--- config.mk ---
export PLATFORM = sky130hd
export DESIGN_NAME = fwd_interlock
export DESIGN_NICKNAME = d
export VERILOG_FILES = /design/src/rtl/fwd_interlock.sv
export SDC_FILE = /design/constraint.sdc
export NUM_CORES = 1
export LEC_CHECK = 0
export BUFFER_PORTS_ARGS = -buffer_cell sky130_fd_sc_hd__buf_4
export CORE_MARGIN = 2
export CORE_UTILIZATION = 55
export DETAILED_ROUTE_END_ITERATION = 6
export GPL_TIMING_DRIVEN = 0
export HOLD_SLACK_MARGIN = 0.03
export PLACE_DENSITY = 0.85
export SKIP_LAST_GASP = 1
export SLEW_MARGIN = 20
export SYNTH_ARGS = -nofsm -noshare
export SYNTH_HDL_FRONTEND = slang
export SYNTH_SLANG_ARGS = --single-unit
export TNS_END_PERCENT = 30
--- constraint.sdc ---
create_clock -name clk -period 4.75 [get_ports clk]
set_clock_uncertainty 0.1 [all_clocks]
set_input_delay 0.7125 -clock clk [delete_from_list [all_inputs] [get_ports clk]]
set_output_delay 0.7125 -clock clk [all_outputs]
set_load 0.02 [all_outputs]
--- src/rtl/fwd_interlock.sv ---
module fwd_interlock #(
  parameter int RW = 5
) (
  input  logic          clk,
  input  logic          rst_n,
  input  logic          id_valid,
  input  logic [RW-1:0] id_src1,
  input  logic [RW-1:0] id_src2,
  input  logic          id_use1,
  input  logic          id_use2,
  input  logic [RW-1:0] id_dst,
  input  logic          id_wen,
  input  logic          id_load,
  output logic [1:0]    sel_a,
  output logic [1:0]    sel_b,
  output logic          stall,
  output logic          bubble
);

  localparam logic [RW-1:0] ZERO = '0;
  localparam logic [1:0] SEL_RF  = 2'b00;
  localparam logic [1:0] SEL_WB  = 2'b01;
  localparam logic [1:0] SEL_MEM = 2'b10;

  logic [RW-1:0] ex_src1, ex_src2, ex_dst, mem_dst, wb_dst;
  logic          ex_use1, ex_use2, ex_wen, ex_load;
  logic          mem_wen, mem_load, wb_wen;

  logic mem_hit_a, mem_hit_b, wb_hit_a, wb_hit_b;
  logic ld_hit1, ld_hit2, ex_ld_live;
  logic take;

  assign ex_ld_live = ex_load & ex_wen & (ex_dst != ZERO);
  assign ld_hit1 = id_use1 & (id_src1 == ex_dst);
  assign ld_hit2 = id_use2 & (id_src2 == ex_dst);
  assign stall  = id_valid & ex_ld_live & (ld_hit1 | ld_hit2);
  assign bubble = stall;
  assign take   = id_valid & ~stall;

  always_ff @(posedge clk) begin
    if (!rst_n || !take) begin
      ex_src1 <= ZERO;
      ex_src2 <= ZERO;
      ex_dst  <= ZERO;
      ex_use1 <= 1'b0;
      ex_use2 <= 1'b0;
      ex_wen  <= 1'b0;
      ex_load <= 1'b0;
    end else begin
      ex_src1 <= id_src1;
      ex_src2 <= id_src2;
      ex_dst  <= id_dst;
      ex_use1 <= id_use1;
      ex_use2 <= id_use2;
      ex_wen  <= id_wen;
      ex_load <= id_load;
    end
  end

  always_ff @(posedge clk) begin
    if (!rst_n) begin
      mem_dst  <= ZERO;
      mem_wen  <= 1'b0;
      mem_load <= 1'b0;
      wb_dst   <= ZERO;
      wb_wen   <= 1'b0;
    end else begin
      mem_dst  <= ex_dst;
      mem_wen  <= ex_wen;
      mem_load <= ex_load;
      wb_dst   <= mem_dst;
      wb_wen   <= mem_wen;
    end
  end

  assign mem_hit_a = ex_use1 & mem_wen & (mem_dst != ZERO) & (mem_dst == ex_src1);
  assign mem_hit_b = ex_use2 & mem_wen & (mem_dst != ZERO) & (mem_dst == ex_src2);
  assign wb_hit_a  = ex_use1 & wb_wen  & (wb_dst  != ZERO) & (wb_dst  == ex_src1);
  assign wb_hit_b  = ex_use2 & wb_wen  & (wb_dst  != ZERO) & (wb_dst  == ex_src2);

  assign sel_a = mem_hit_a ? SEL_MEM : (wb_hit_a ? SEL_WB : SEL_RF);
  assign sel_b = mem_hit_b ? SEL_MEM : (wb_hit_b ? SEL_WB : SEL_RF);

  p_fwd_mem_r2: assert property (@(posedge clk) disable iff (!rst_n)
    (sel_a == SEL_MEM) |-> (mem_wen && mem_dst == ex_src1 && ex_use1));
  p_fwd_wb_r3: assert property (@(posedge clk) disable iff (!rst_n)
    (sel_b == SEL_WB) |-> (wb_wen && wb_dst == ex_src2 && mem_dst != ex_src2 || !mem_wen && wb_dst == ex_src2));
  p_prio_r4: assert property (@(posedge clk) disable iff (!rst_n)
    (ex_use1 && mem_wen && wb_wen && mem_dst == wb_dst && mem_dst == ex_src1 && ex_src1 != ZERO) |-> (sel_a == SEL_MEM));
  p_zero_r5: assert property (@(posedge clk) disable iff (!rst_n)
    (sel_a != SEL_RF) |-> (ex_src1 != ZERO));
  p_unused_r6: assert property (@(posedge clk) disable iff (!rst_n)
    (!ex_use2) |-> (sel_b == SEL_RF));
  p_stall_src_r7: assert property (@(posedge clk) disable iff (!rst_n)
    stall |-> (ex_load && ex_wen && bubble));
  p_one_cycle_r8: assert property (@(posedge clk) disable iff (!rst_n)
    stall |=> (!stall && sel_a == SEL_RF && sel_b == SEL_RF));
  p_no_late_load_r8: assert property (@(posedge clk) disable iff (!rst_n)
    (sel_a == SEL_MEM) |-> !mem_load);
  p_nonload_r9: assert property (@(posedge clk) disable iff (!rst_n)
    (!ex_load) |-> !stall);
  p_invalid_r10: assert property (@(posedge clk) disable iff (!rst_n)
    (!id_valid) |=> (!ex_wen && !ex_use1 && !ex_use2));

endmodule

==> tab_implementation.tex <==
\begin{tabular}{lr}
\hline
Metric & Value \\
\hline
\multicolumn{2}{l}{\textbf{Yosys}} \\
Flop and latch count out of synthesis & 31 \\
Flip-flop cell with the highest count after synthesis & dfxtp\_1 \\
Simple-gate portion of the synthesized area & 22.5\% \\
Area fraction in compound gates after synthesis & 8.80\% \\
Cell variety after synth & 20 \\
Largest family of logic cells by synthesized area & simple AND/OR/NAND/NOR gates \\
Post-Synth Adder-Cell Area & 0\% \\
Commonest cells in the netlist & dfxtp\_1, xnor2\_1, a21oi\_1, nand3\_1, and2\_1 \\
Count of synthesis-stage warnings from yosys & 0 \\
Number of enable-type register cells in the synthesized netlist & 0 \\
Mapped Cells & 149 \\
Combined area of all synthesized cells & 1370 um2 \\
Xor-xnor portion of the synthesized cell area & 19.2\% \\
Cell with the most instances after synthesis & dfxtp\_1 \\
Ranking of synthesized cells by area & dfxtp\_1, xnor2\_1, a21oi\_1, and2\_1, nand3\_1 \\
Syn avg cell area & 9.16 um2 \\
Multiplexer fraction of the synthesized cell area & 0\% \\
Fraction of the yosys area taken by sequential cells & 45.5\% \\
Syn\_nets & 171 \\
Fraction of registers with async set/reset & 0\% \\
Post-synthesis cell type with the largest combined area & dfxtp\_1 \\
Fraction of synthesized cell area taken by the top area cell type & 45.5\% \\
\multicolumn{2}{l}{\textbf{Timing}} \\
Least setup slack across all paths after layout & 1.94 ns \\
RSZ-0062 raised after global routing & no \\
Fmax & 356 MHz \\
Relative slew slack & 73.2\% \\
Endpoints failing setup & 0 \\
Post-layout minimum cycle time & 2.81 ns \\
Transition time of the tightest slew-check pin & 0.401 ns \\
Final count of pins violating max slew & 0 \\
Final period util & 59.1\% \\
Final Hold Fails & 0 \\
Total negative setup slack & 0 ns \\
\multicolumn{2}{l}{\textbf{Placement}} \\
Placement Setup Slack & 2.00 ns \\
Placed instance area & 1610 um2 \\
HPWL after DPL & 2230 um \\
Gpl congestion & 0.978 \\
Input/output buffers & 27 \\
\multicolumn{2}{l}{\textbf{CTS}} \\
Number of buffers inserted by post-CTS setup repair & 0 \\
Worst-skew pair later-pin latency & 0.33 ns \\
Cells resized by post-CTS repair & 0 \\
Number of hold-repair buffers added at the cts stage & 0 \\
Clock slew at the register clock pins of the worst setup and hold paths & 0.08 ns \\
CTS tree & done \\
Clock buffer depth & 2 \\
Num CTS Buffers & 5 \\
Number of sinks handled by clock tree synthesis & 31 \\
Root Buffer & clkbuf\_4 \\
CTS H-tree lvls & 2 \\
\multicolumn{2}{l}{\textbf{Floorplan}} \\
Core box area & 2410 um2 \\
Total Die Area & 2900 um2 \\
Count of boundary I/O pins & 28 \\
Row count & 18 \\
Initial Util & 56.6\% \\
Die span in x & 53.8 um \\
DIE HEIGHT & 53.8 um \\
\multicolumn{2}{l}{\textbf{Global route}} \\
Maximum number of pins on one net before global-route repair & 11 \\
Antenna violations before repair & 0 \\
Global route overflow & 0 \\
Total Routing Usage GR & 24.1\% \\
Global-route wire length before repair & 4780 um \\
Via count of the first global-routing pass & 1132 \\
\multicolumn{2}{l}{\textbf{Setup path}} \\
Highest-delay cell along the critical path & buf\_2 \\
Critical-path maximum fanout & 10 \\
Crit path buffers/inverters & 4 \\
Crit path largest cell delay & 0.24 ns \\
Critical Path Most Common Cell & buf\_4 \\
Critical Path End Type & output pin \\
Data required time at the worst endpoint & 3.94 ns \\
Source of the worst register-to-register timing path & ex\_dst[2] \\
Arrival time at the worst endpoint & 2.00 ns \\
Critical path launch point type & input pin \\
Crit Path Category & input pin to output pin \\
Crit path max-delay family & buffers and inverters \\
CP cell instances & buf\_4 > xnor2\_1 > nand4\_1 > o22ai\_1 > buf\_2 > and2\_1 > buf\_4 > buf\_4 \\
Start point of the critical path & id\_src1[2] \\
\multicolumn{2}{l}{\textbf{Layout}} \\
Antenna fix cells & 0 \\
Area added between synthesis and finish & 21.7\% \\
Final instance area & 1660 um2 \\
Fraction of final layout cells with drive strength greater than 1 & 24.6\% \\
Total Nets Final & 205 \\
\multicolumn{2}{l}{\textbf{Pwr}} \\
Maximum ir drop on the vdd rail & 0.211 mV \\
Power per cell area & 293 nW/um2 \\
Leakage & 0.697 nW \\
\multicolumn{2}{l}{\textbf{Detailed routing}} \\
Via/cell ratio & 5.28 \\
First-pass iteration count of the detailed router & 4 \\
Average detailed-routed wire length per instance & 13.6 um \\
Antenna viol nets, final & 0 \\
Number of DRC markers after the initial detailed-route iteration & 21 \\
Total detailed-routing wirelength & 2890 um \\
Vias after detailed routing & 1124 \\
Post-route DRC violation count & 0 \\
\multicolumn{2}{l}{\textbf{Min path}} \\
Startpoint of the most critical hold path & ex\_wen \\
Min-Delay Path Class & register to register \\
\multicolumn{2}{l}{\textbf{Job}} \\
Maximum capacitance violations & 0 \\
\multicolumn{2}{l}{\textbf{Status}} \\
Run status & finished clean \\
\hline
\end{tabular}
report_power, final:
part	total (W)	internal [W]	switching [W]	leakage (nW)
combinational	0.0000571	0.0000307	0.0000264	0.409
clock	0.000153	0.0000684	0.0000847	0.0341
sequential	0.000277	0.000268	0.00000840	0.253
worst reg2reg max path: cells and delay by family, from the launching register on:
kind | cells | cell delay [ns]
DFF | 1 | 0.36
and+or+nand+nor | 1 | 0.14
AOI/OAI and AO/OA | 2 | 0.29
buffers and inverters | 1 | 0.24
xor gates and xnor gates | 1 | 0.23
registers in the layout (all words and copies together) (netlist names):
| register | flops |
|---|---|
| mem_dst | 5 |
| wb_wen | 1 |
| ex_wen | 1 |
| ex_load | 1 |
| ex_dst | 5 |
| ex_use1 | 1 |
| mem_wen | 1 |
| wb_dst | 5 |
| ex_use2 | 1 |
| ex_src1 | 5 |
| ex_src2 | 5 |
cell families after synthesis:
group           count (synthesis)
xor+xnor                       30
simple gates                   54
compound gates                 23
flops                          31
buf+inv                        11
area by class of cell:
type / instances / area (um2)
buffer: 11 / 55.1
clock buffer: 6 / 51.3
clock inverter: 1 / 5.00
fill: 179 / 748
multi-input combinational: 107 / 689
sequential: 31 / 621
tap: 30 / 37.5
timing repair buffer: 27 / 203
metrics by stage:
step | hold slack, ns | instances | power (W) | util, %
global route | 0.410 | 213 | 0.000506 | 69.0
global placement | 0.349 | 206 | 0.000336 | 66.6
floorplan | 0.329 | 149 | 0.000313 | -
CTS | 0.382 | 213 | 0.000487 | 69.0
finish | 0.375 | 213 | 0.000487 | 69.0
detailed placement | 0.362 | 206 | 0.000339 | 66.6
placed cells by master (no fill, tap or decap):
master and count:
clkbuf_8 1, xnor2_1 22, buf_4 30, or4_1 2, nand2_1 11, o21ai_2 1
nor4_1 2, o21ai_1 1, and2_2 1, nor3_2 4, dfxtp_1 31, buf_2 2
clkbuf_4 5, clkbuf_1 6, nand4_1 4, nand3_1 15, xor2_1 8, o22ai_1 1
clkinv_2 1, a21oi_1 20, nor3_1 1, and2_1 13, nor2_1 1
path summary, 6_finish.rpt:
kind	to	slack, ns	cells past startpoint
max	stall	1.94	8
min	mem_wen	0.37	1
max reg2reg	ex_src1[1]	3.26	5
min reg2reg	mem_wen	0.37	1
metal layers:
layer / GRT usage, % / up-vias / wire length, um
li1: - / 568 / -
met1: 25.6 / 499 / 1150
met2: 42.7 / 46 / 1490
met3: 6.94 / 11 / 168
met4: 12.4 / 0 / 78
met5: 0 / - / 0
Power figures use the tool's default switching activity.
